===== src/rtl/i2cb_pkg.sv =====
package i2cb_pkg;
  typedef enum logic [1:0] {
    PCMD_START   = 2'd0,
    PCMD_BYTE_WR = 2'd1,
    PCMD_BYTE_RD = 2'd2,
    PCMD_STOP    = 2'd3
  } pcmd_e;

  localparam int REG_COUNT = 0;
  localparam int REG_CTRL  = 1;
  localparam int REG_STAT  = 2;
  localparam int REG_SADDR = 3;
  localparam int BUF_BASE  = 4;

  // control decode: bit0 enable, bit2 start
  function automatic logic ctl_launch(input logic [7:0] d);
    return d[0] & d[2];
  endfunction

  function automatic logic ctl_halt(input logic [7:0] d);
    return d[0] & ~d[2];
  endfunction

  // reset register: bit2 low requests an error clear
  function automatic logic err_clear_req(input logic [7:0] d);
    return ~d[2];
  endfunction

  // status byte layout: bit3 complete, bit2 error, bit0 busy
  function automatic logic [7:0] status_byte(input logic comp, input logic err,
                                             input logic bsy);
    return {4'b0000, comp, err, 1'b0, bsy};
  endfunction
endpackage


===== src/rtl/i2cb_phy.sv =====
module i2cb_phy
  import i2cb_pkg::*;
#(
  parameter int QTR = 250
) (
  input  logic       clk,
  input  logic       rst_n,
  input  logic       go,
  input  pcmd_e      kind,
  input  logic [7:0] tx_byte,
  input  logic       rd_ack,
  output logic       done,
  output logic [7:0] rx_byte,
  output logic       nack,
  output logic       active,
  output logic       held,
  output logic       scl_oe,
  input  logic       scl_in,
  output logic       sda_oe,
  input  logic       sda_in
);
  localparam int CW = (QTR > 1) ? $clog2(QTR) : 1;

  logic [CW-1:0] cnt;
  logic [1:0]    ph;
  logic [3:0]    bitn;
  logic [7:0]    sh;
  logic          ackq;
  pcmd_e         kd;

  logic tick, last_bit, is_byte, stretch_wait, bit_low;
  assign tick         = active && (cnt == CW'(QTR - 1));
  assign last_bit     = (bitn == 4'd8);
  assign is_byte      = (kd == PCMD_BYTE_WR) || (kd == PCMD_BYTE_RD);
  assign stretch_wait = is_byte && (ph == 2'd2) && !scl_in;
  assign bit_low      = (kd == PCMD_BYTE_WR) ? (!last_bit && !sh[7]) : (last_bit && ackq);

  always_ff @(posedge clk) begin
    if (!rst_n) begin
      cnt <= '0; ph <= '0; bitn <= '0; sh <= '0; ackq <= 1'b0; kd <= PCMD_START;
      done <= 1'b0; rx_byte <= '0; nack <= 1'b0; active <= 1'b0; held <= 1'b0;
      scl_oe <= 1'b0; sda_oe <= 1'b0;
    end else begin
      done <= 1'b0;
      if (go && !active) begin
        if (kind == PCMD_STOP && !held) begin
          done <= 1'b1;
        end else begin
          active <= 1'b1; kd <= kind; ph <= '0; bitn <= '0; cnt <= '0;
          sh <= tx_byte; ackq <= rd_ack; nack <= 1'b0;
        end
      end else if (active) begin
        if (!tick) begin
          cnt <= cnt + 1'b1;
        end else if (!stretch_wait) begin
          cnt <= '0;
          ph  <= ph + 2'd1;
          case (kd)
            PCMD_START: begin
              case (ph)
                2'd0: sda_oe <= 1'b0;
                2'd1: scl_oe <= 1'b0;
                2'd2: sda_oe <= 1'b1;
                default: begin scl_oe <= 1'b1; held <= 1'b1; active <= 1'b0; done <= 1'b1; end
              endcase
            end
            PCMD_STOP: begin
              case (ph)
                2'd0: sda_oe <= 1'b1;
                2'd1: scl_oe <= 1'b0;
                2'd2: sda_oe <= 1'b0;
                default: begin held <= 1'b0; active <= 1'b0; done <= 1'b1; end
              endcase
            end
            default: begin
              case (ph)
                2'd0: sda_oe <= bit_low;
                2'd1: scl_oe <= 1'b0;
                2'd2: begin
                  if (last_bit) nack <= sda_in;
                  else if (kd == PCMD_BYTE_RD) rx_byte <= {rx_byte[6:0], sda_in};
                end
                default: begin
                  scl_oe <= 1'b1;
                  if (last_bit) begin
                    active <= 1'b0; done <= 1'b1;
                  end else begin
                    bitn <= bitn + 4'd1;
                    sh   <= {sh[6:0], 1'b0};
                  end
                end
              endcase
            end
          endcase
        end
      end
    end
  end
endmodule


===== src/rtl/i2cb_seq.sv =====
module i2cb_seq
  import i2cb_pkg::*;
#(
  parameter int IDXW = 4
) (
  input  logic            clk,
  input  logic            rst_n,
  input  logic            launch,
  input  logic            halt,
  input  logic            rd_dir,
  input  logic [IDXW-1:0] last_idx,
  input  logic            phy_done,
  input  logic            phy_nack,
  output logic            phy_go,
  output pcmd_e           phy_kind,
  output logic            sel_addr,
  output logic            want_ack,
  output logic [IDXW-1:0] idx,
  output logic            store,
  output logic            ok,
  output logic            fail,
  output logic            busy
);
  typedef enum logic [3:0] {
    S_IDLE, S_ST_GO, S_ST_W, S_AD_GO, S_AD_W, S_DT_GO, S_DT_W, S_SP_GO, S_SP_W
  } sstate_e;

  sstate_e         st;
  logic            dir_q;
  logic [IDXW-1:0] last_q;
  logic            wr_nack, at_last;

  assign busy     = (st != S_IDLE);
  assign phy_go   = (st == S_ST_GO) || (st == S_AD_GO) || (st == S_DT_GO) || (st == S_SP_GO);
  assign sel_addr = (st == S_AD_GO);
  assign want_ack = (idx != last_q);
  assign at_last  = (idx == last_q);
  assign wr_nack  = !dir_q && phy_nack;
  assign store    = (st == S_DT_W) && phy_done && dir_q;
  assign ok       = (st == S_DT_W) && phy_done && !wr_nack && at_last;
  assign fail     = phy_done && (((st == S_DT_W) && wr_nack) || ((st == S_AD_W) && phy_nack));

  always_comb begin
    case (st)
      S_ST_GO: phy_kind = PCMD_START;
      S_SP_GO: phy_kind = PCMD_STOP;
      S_DT_GO: phy_kind = dir_q ? PCMD_BYTE_RD : PCMD_BYTE_WR;
      default: phy_kind = PCMD_BYTE_WR;
    endcase
  end

  always_ff @(posedge clk) begin
    if (!rst_n) begin
      st <= S_IDLE; dir_q <= 1'b0; last_q <= '0; idx <= '0;
    end else begin
      case (st)
        S_IDLE: begin
          if (launch) begin
            dir_q <= rd_dir; last_q <= last_idx; idx <= '0; st <= S_ST_GO;
          end else if (halt) begin
            st <= S_SP_GO;
          end
        end
        S_ST_GO: st <= S_ST_W;
        S_ST_W:  if (phy_done) st <= S_AD_GO;
        S_AD_GO: st <= S_AD_W;
        S_AD_W:  if (phy_done) st <= phy_nack ? S_IDLE : S_DT_GO;
        S_DT_GO: st <= S_DT_W;
        S_DT_W: begin
          if (phy_done) begin
            if (wr_nack || at_last) st <= S_IDLE;
            else begin idx <= idx + 1'b1; st <= S_DT_GO; end
          end
        end
        S_SP_GO: st <= S_SP_W;
        S_SP_W:  if (phy_done) st <= S_IDLE;
        default: st <= S_IDLE;
      endcase
    end
  end
endmodule


===== src/rtl/i2c_burst_master.sv =====
module i2c_burst_master
  import i2cb_pkg::*;
#(
  parameter int CLK_HZ    = 100_000_000,
  parameter int SCL_HZ    = 100_000,
  parameter int BUF_BYTES = 16,
  parameter int ADDR_W    = $clog2(BUF_BASE + BUF_BYTES)
) (
  input  logic              clk,
  input  logic              rst_n,
  input  logic [ADDR_W-1:0] bus_addr,
  input  logic              bus_wr,
  input  logic [7:0]        bus_wdata,
  output logic [7:0]        bus_rdata,
  output logic              scl_oe,
  input  logic              scl_in,
  output logic              sda_oe,
  input  logic              sda_in
);
  localparam int IDXW = $clog2(BUF_BYTES);
  localparam int QTR  = (CLK_HZ / (4 * SCL_HZ) > 0) ? CLK_HZ / (4 * SCL_HZ) : 1;

  logic [IDXW-1:0] cnt_q;
  logic [7:0]      saddr_q;
  logic [7:0]      buf_q [BUF_BYTES];
  logic            st_complete, st_error;

  // named internal events
  logic launch, stop_req, rst_clr, seq_busy, seq_ok, seq_fail, seq_store;
  logic phy_go, phy_done, phy_nack, phy_active, bus_held, sel_addr, want_ack;
  logic [IDXW-1:0] seq_idx;
  logic [7:0]      rx_byte, tx_byte;
  pcmd_e           phy_kind;

  assign launch   = bus_wr && (bus_addr == ADDR_W'(REG_CTRL)) && ctl_launch(bus_wdata);
  assign stop_req = bus_wr && (bus_addr == ADDR_W'(REG_CTRL)) && ctl_halt(bus_wdata);
  assign rst_clr  = bus_wr && (bus_addr == ADDR_W'(REG_STAT)) && err_clear_req(bus_wdata);
  assign tx_byte  = sel_addr ? saddr_q : buf_q[seq_idx];

  i2cb_seq #(.IDXW(IDXW)) u_seq (
    .clk(clk), .rst_n(rst_n), .launch(launch), .halt(stop_req),
    .rd_dir(saddr_q[0]), .last_idx(cnt_q), .phy_done(phy_done), .phy_nack(phy_nack),
    .phy_go(phy_go), .phy_kind(phy_kind), .sel_addr(sel_addr), .want_ack(want_ack),
    .idx(seq_idx), .store(seq_store), .ok(seq_ok), .fail(seq_fail), .busy(seq_busy)
  );

  i2cb_phy #(.QTR(QTR)) u_phy (
    .clk(clk), .rst_n(rst_n), .go(phy_go), .kind(phy_kind), .tx_byte(tx_byte),
    .rd_ack(want_ack), .done(phy_done), .rx_byte(rx_byte), .nack(phy_nack),
    .active(phy_active), .held(bus_held), .scl_oe(scl_oe), .scl_in(scl_in),
    .sda_oe(sda_oe), .sda_in(sda_in)
  );

  always_ff @(posedge clk) begin
    if (!rst_n) begin
      cnt_q <= '0; saddr_q <= '0; st_complete <= 1'b0; st_error <= 1'b0;
    end else begin
      if (bus_wr && bus_addr == ADDR_W'(REG_COUNT)) cnt_q <= bus_wdata[IDXW-1:0];
      if (bus_wr && bus_addr == ADDR_W'(REG_SADDR)) saddr_q <= bus_wdata;
      if (seq_ok) st_complete <= 1'b1;
      else if (launch && !seq_busy) st_complete <= 1'b0;
      if (seq_fail) st_error <= 1'b1;
      else if (seq_ok || ((stop_req || rst_clr) && !seq_busy)) st_error <= 1'b0;
    end
  end

  for (genvar i = 0; i < BUF_BYTES; i++) begin : g_buf
    always_ff @(posedge clk) begin
      if (!rst_n) buf_q[i] <= '0;
      else if (seq_store && seq_idx == IDXW'(i)) buf_q[i] <= rx_byte;
      else if (bus_wr && bus_addr == ADDR_W'(BUF_BASE + i)) buf_q[i] <= bus_wdata;
    end
  end

  always_comb begin
    bus_rdata = '0;
    if (bus_addr == ADDR_W'(REG_COUNT)) bus_rdata = 8'(cnt_q);
    else if (bus_addr == ADDR_W'(REG_STAT)) bus_rdata = status_byte(st_complete, st_error, seq_busy);
    else if (bus_addr == ADDR_W'(REG_SADDR)) bus_rdata = saddr_q;
    else begin
      for (int i = 0; i < BUF_BYTES; i++)
        if (bus_addr == ADDR_W'(BUF_BASE + i)) bus_rdata = buf_q[i];
    end
  end
endmodule


===== config.mk =====
export PLATFORM = sky130hd
export DESIGN_NAME = i2c_burst_master
export DESIGN_NICKNAME = d
export VERILOG_FILES = /design/src/rtl/i2cb_pkg.sv /design/src/rtl/i2cb_phy.sv /design/src/rtl/i2cb_seq.sv /design/src/rtl/i2c_burst_master.sv
export SDC_FILE = /design/constraint.sdc
export NUM_CORES = 1
export LEC_CHECK = 0
export ABC_AREA = 0
export BUFFER_PORTS_ARGS = -buffer_cell sky130_fd_sc_hd__buf_4
export CORE_UTILIZATION = 55
export DETAILED_ROUTE_END_ITERATION = 10
export PLACE_DENSITY = 0.71
export SLEW_MARGIN = 40
export SYNTH_ARGS = -nofsm -noshare
export SYNTH_HDL_FRONTEND = slang
export SYNTH_SLANG_ARGS = --single-unit
export TNS_END_PERCENT = 20

===== constraint.sdc =====
create_clock -name clk -period 6.45 [get_ports clk]
set_input_delay 0.645 -clock clk [delete_from_list [all_inputs] [get_ports clk]]
set_output_delay 0.645 -clock clk [all_outputs]
set_load 0.01 [all_outputs]

Yosys cells after proc, flatten, opt, wreduce, memory -nomap -nowiden
Memories as Yosys holds them, arrays and structs flattened. A register that Yosys moved wholly into a read port is not among the register bits.
Cells that the tools add are included.
Storage, ports and cells
  bits in writable memories: 128
  logic and storage cells: 488
  register bits: 66
  memories kept: 1
  output and inout port bits: 10
Operators by class
  reduce and logical (&&, ||, !) cells: 102
  $add $sub $neg: 4
  multiplexer cells: 249
  eq/ne operators: 71
  bitwise operators: 40
Memory list
  buf_q: words 16, bits a word 8, rd ports 17, clocked after memory_dff 1, write ports 16, line i2c_burst_master.sv:25  | logic [7:0] buf_q [BUF_BYTES];
Operator list (number)
  $mux W8: 65
  $mux W1: 149
  $mux W4: 19
  $logic_and A1 B1 Y1: 56
  $eq A4 B4 Y1 const B: 10
  $eq A5 B4 Y1 const B: 8
  $pmux W4 S9: 1
  $eq A4 B3 Y1 const B: 8
  $or A1 B1 Y1: 32
  $reduce_and A7 Y1: 4
  $eq A5 B3 Y1 const B: 4
  $eq A5 B5 Y1 const B: 4
  $eq A4 B2 Y1 const B: 4
  $ne A2 B1 Y1 const B: 8
  $reduce_bool A2 Y1: 8
  $ne A2 B2 Y1 const B: 7
  $mux W2: 6
  $eq A5 B2 Y1 const B: 2
  $pmux W1 S2: 5
  $add A4 B1 Y4 const B: 2
  $add A8 B1 Y8 const B: 1
  $eq A2 B2 Y1 const B: 4
  $eq A4 B1 Y1 const B: 2
  $eq A8 B8 Y1 const B: 1
  other kinds (27): 56

Depth between registers and ports, before layout
  depth after elaboration: 20
  gate-level depth with buffers: 10
  depth with buffers taken out: 8

By module
A second synthesis with hierarchy kept.
Unflattened totals
  cell total of the unflattened synthesis: 1164
  area total of the unflattened synthesis: 12137.9 µm²
By module, submodules not included
  i2c_burst_master: area an instance 9156.3 µm², cells an instance 805, instances 1
  i2cb_phy: area an instance 2143.3 µm², cells an instance 252, instances 1
  i2cb_seq: area an instance 838.3 µm², cells an instance 107, instances 1

Worst setup path after synthesis
No wires, ideal clock.
  path kind: input to output
  from: in bus_addr[1]
  to: out bus_rdata[1]
  arrival time: 2.117 ns
  setup slack: 3.688 ns
  path buffers: 3
  stages: 9
  path through: clkbuf_2 clkbuf_1 buf_1 a21oi_1 o21ai_0 nand2_1 nand2_1 a21oi_1 a211oi_1
Between the ends
  cells in the longest elaborated chain, start to end: 20
  elaborated cells on any way between the ends: 38
  classes of those cells: eq/ne: 18; mux: 19; reduce/logical: 1
Ends and longest elaborated chain
  start, declared: line i2c_burst_master.sv:11  | input logic [ADDR_W-1:0] bus_addr,
  $eq A5 B3 Y1: line i2c_burst_master.sv:82  | if (bus_addr == ADDR_W'(BUF_BASE + i)) bus_rdata = buf_q[i];
  $mux W8 (16 in series): line i2c_burst_master.sv:82
  $mux W8: line i2c_burst_master.sv:79  | else if (bus_addr == ADDR_W'(REG_SADDR)) bus_rdata = saddr_q;
  $mux W8: line i2c_burst_master.sv:78  | else if (bus_addr == ADDR_W'(REG_STAT)) bus_rdata = status_byte(st_complete, st_error, seq_busy);
  $mux W8 (*): line i2c_burst_master.sv:77  | if (bus_addr == ADDR_W'(REG_COUNT)) bus_rdata = 8'(cnt_q);
  end, declared: line i2c_burst_master.sv:14  | output logic [7:0] bus_rdata,
Every way passes the cells marked *; elsewhere a longest branch is shown, timed or not.

Worst setup path in the final report
  from: in bus_addr[0]
  to: out bus_rdata[3]
Same word-level chain as after synthesis.

==> metrics.md <==
| Metric | Value |
|---|---|
| DIE HEIGHT | `148.1 µm` |
| Post-CTS setup repair buffer count | `0` |
| Internal power | `2.009 mW` |
| Cell area after synthesis | `approximately 0.012 mm²` |
| I/O pins | `28` |
| Post-route ant nets | `0` |
| Antenna cells | `0` |
| Routed WL | `~43 mm` |
| Gr ovfl total | `0` |
| RSZ-0062 raised after global routing | `false` |
| Ys flop type | `edfxtp_1` |
| Least-Margin Pin Slew | `834.2 ps` |
| R2r setup slk | `~3500 ps` |
| Max VDD drop | `~170 µV` |
| Synth top area cells | `edfxtp_1 33%, dfxtp_1 12%, a22o_1 9.6%, mux4_2 6.5%, mux2i_1 3.5%` |
| Synth Register Bits | `a little under 200` |
| Count of different cell masters after synthesis | `76` |
| Yosys warning total | `0` |
| Worst setup EP type | `primary output` |
| Syn_nets | `1149` |
| R2r worst-path depth | `6` |
| Hold_sp | `sda_in` |
| Outcome | `completed` |
| Min Tclk post-route | `around 3700 ps` |
| Top delay family on crit path | `simple AND/OR/NAND/NOR gates` |
| Final setup vio count | `0` |
| Pins Over Slew Limit | `0` |
| Cell Chain, Critical Path | `buf_4 > nor3b_1 > nand3_1 > o221ai_1 > o211ai_1 > a21oi_1 > o22ai_1 > buf_4` |
| Slew HR | `44.18%` |
| Post-synth EDFFs | `128` |
| Share of the synthesized area in the top cell type | `32.74%` |
| Hold Path Class | `in2reg` |
| Final nets | `1106` |
| Clock latency at the later pin of the worst-skew pair | `450 ps` |
| Combinational Power Share | `8.7%` |
| H-tree Lvls | `4` |
| Most Frequent Cell on Critical Path | `buf_4` |
| NetSw | `760.6 µW` |
| Hold Path Sink | `u_phy.rx_byte[0]` |
| Layout area overhead | `6.874%` |
| Vias in the first global route | `a little over 9000` |
| Async set-or-reset flop fraction in the synthesized netlist | `0%` |
| Clock Sinks | `about 200` |
| Reg-to-reg endpoint | `u_phy.sh[4]` |
| CP max stage delay | `660 ps` |
| Largest net degree at the start of global routing | `61` |
| Switch share | `27.46%` |
| Row Count | `53` |
| Critical Path RT | `5800 ps` |
| First-pass GRT wire length | `63.13 mm` |
| Total power draw | `2.770 mW` |
| Cell Pwr Density | `220.7 mW/mm²` |
| Clock power frac | `39.1%` |
| DP HPWL | `30.58 mm` |
| Sequential power share | `52.2%` |
| Leakage | `4.187 nW` |
| Leading area contributor after synthesis | `edfxtp_1` |
| Die W | `about 150 µm` |
| Classification of the worst setup path | `in2out` |
| RePlAce Congestion | `1.059` |
| DR DRC count | `0` |
| Buffers and inverters on the worst path | `2` |
| DRT iter0 DRCs | `1287` |
| CTS tree | `done` |
| Fillers | `1819` |
| CP Max Fanout | `60` |
| Initial antenna violation count | `0` |
| Setup TNS | `0 ps` |
| FF-to-FF Start | `u_seq.st[0]` |
| CTS Buf Count | `17` |
| Via Count | `between 9000 and 10000` |
| Area of the core | `0.02096 mm²` |
| Avg Cell Area, Syn | `around 11 µm²` |
| Reg clk slew, reported paths | `80 ps` |
| Tcrit/Tclk final | `57.73%` |
| Drt wl/cell | `31.97 µm` |
| CP max-delay cell | `nor3b_1` |
| 1st-pass router iterations | `5` |
| Startpoint types | `input pin` |
| Gr usage total | `40.32%` |
| Sequential-to-total area share from yosys stat | `44.67%` |
| Layout cell share with drive strength beyond 1 | `13.82%` |
| Cells after Synth | `1115` |
| Max Fclk | `268.6 MHz` |
| Clock Path Buffers | `2` |
| Port Buffers | `27` |
| Max cap viols | `0` |
| Critical path data arrival time | `3080 ps` |
| Final hold vios | `0` |
| Hold path cells | `3` |
| Post_cts resized | `0` |
| CTS Root Buffer Type | `clkbuf_16` |
| Max Clock Skew | `19.07 ps` |
| Area of the die | `0.02194 mm²` |
| Initial Utilization | `roughly 56%` |
| Vias per inst | `7.282` |
| Post-CTS Hold Fix Bufs | `0` |
==> how the worst max path moves through the flow <==
stage	from	to	depth (start not counted)
after floorplan	bus_addr[1]	bus_rdata[1]	9
after global placement	bus_addr[1]	bus_rdata[4]	8
after detailed placement	bus_addr[1]	bus_rdata[2]	8
after CTS	bus_addr[0]	bus_rdata[3]	8
after global routing	bus_addr[1]	bus_rdata[2]	8
final	bus_addr[0]	bus_rdata[3]	8
==> synth_stat cells, types with 8 or more instances <==
cell type / instances
nor3b_1: 9
mux4_2: 34
mux2i_1: 41
and3_1: 11
o221ai_1: 9
a22o_1: 129
o21ai_0: 51
inv_1: 17
nor3_1: 9
buf_1: 22
a22oi_1: 18
o22ai_1: 10
a211oi_1: 8
o21a_1: 9
nand4_1: 9
nor2_1: 89
nand2b_1: 11
nand3_1: 42
nand2_1: 84
ha_1: 16
edfxtp_1: 128
a21oi_1: 52
or3_1: 8
a221o_1: 8
mux2_2: 10
buf_2: 29
dfxtp_1: 70
xor2_1: 11
clkbuf_1: 45
nor2b_1: 16
a31oi_1: 8
==> metal layers <==
| metal | wire (µm) | global-route usage, % | vias to the layer above |
|---|---|---|---|
| met4 | 1755 | 16.39 | 0 |
| met1 | 17340 | 55.10 | 4892 |
| met5 | 0 | 0 | - |
| li1 | - | - | 4254 |
| met3 | 4574 | 9.816 | 109 |
| met2 | 19810 | 61.55 | 648 |
==> final cells by class <==
| type | instances | area, µm² | share of cell area (%) |
|---|---|---|---|
| Clock buffer | 18 | 450.4 | 3.590 |
| Tap cell | 275 | 344.1 | 2.742 |
| Inverter | 18 | 67.56 | 0.5384 |
| Sequential cell | 198 | 5258 | 41.90 |
| Timing Repair Buffer | 35 | 262.8 | 2.094 |
| Multi-Input combinational cell | 802 | 6035 | 48.09 |
| Clock inverter | 14 | 131.4 | 1.047 |
==> logic make-up (layout without fill, tap and decap cells) <==
family                   count (synthesis)  count (layout)  synth area share, %
AO/OA/AOI/OAI                          356             356                22.83
AND/OR/NAND/NOR                        332             332                14.86
flip-flops                             198             198                44.67
buffers and inverters                  115              85                3.996
multiplexers                            85              85                10.98
adder cells (fa/ha/maj)                 16              16                1.705
XOR/XNOR                                13              13               0.9697
==> sequential cells by signal, indices dropped and copies added, names as in the netlist, 4 cells and up, named ones only <==
name           flops
u_phy.cnt          8
cnt_q              4
u_phy.rx_byte      8
u_seq.last_q       4
u_phy.sh           8
buf_q            128
saddr_q            8
u_seq.idx          4
u_phy.bitn         4
u_seq.st           4
==> through the flow <==
step                      setup WS [ps]  std cells  utilization, %  hold WS (ps)  area [µm²]
after floorplan                    3688       1115               -         432.3       11740
after CTS                          2831       1360           59.86         447.5       12540
final                              2726       1360           59.88         453.4       12550
after global placement             2823       1328           57.02         445.4       11950
after detailed placement           2859       1328           57.08         445.0       11960
after global routing               2665       1360           59.88         470.2       12550
==> power groups by stage <==
stage	Combinational (mW)	Sequential (mW)	Clock [mW]
final	0.240	1.45	1.08
after global routing	0.249	1.45	1.13
after CTS	0.232	1.44	1.08
after detailed placement	0.231	1.47	0
after global placement	0.233	1.47	0
after floorplan	0.145	1.44	0
==> cells in the final DEF (no fill, tap or decap), types with 8 or more instances in the layout <==
master,netlist,layout
a22oi_1,18,18
mux2i_1,41,41
nand3_1,42,42
inv_1,17,17
nor3b_1,9,9
nand2b_1,11,11
o22ai_1,10,10
and3_1,11,11
dfxtp_1,70,60
mux2_2,10,10
nor2_1,89,88
mux4_2,34,34
clkbuf_16,0,18
ha_1,16,16
a221o_1,8,8
edfxtp_1,128,128
a31oi_1,8,8
buf_4,0,35
nor2b_1,16,16
o21ai_0,51,51
nor3_1,9,9
a21oi_1,52,52
nand4_1,9,9
o221ai_1,9,9
dfxtp_2,0,10
a22o_1,129,129
or3_1,8,8
nand2_1,84,84
xor2_1,11,11
o21a_1,9,9
==> worst register-to-register path, stage by stage (launching register included) <==
cell and delay (ps):
dfxtp_1 500, nand2b_1 120, nor2_1 650, nand2_1 630, or3_1 620, o221ai_1 230, o21a_1 130
Note: power is estimated with default switching activity, not from simulation.
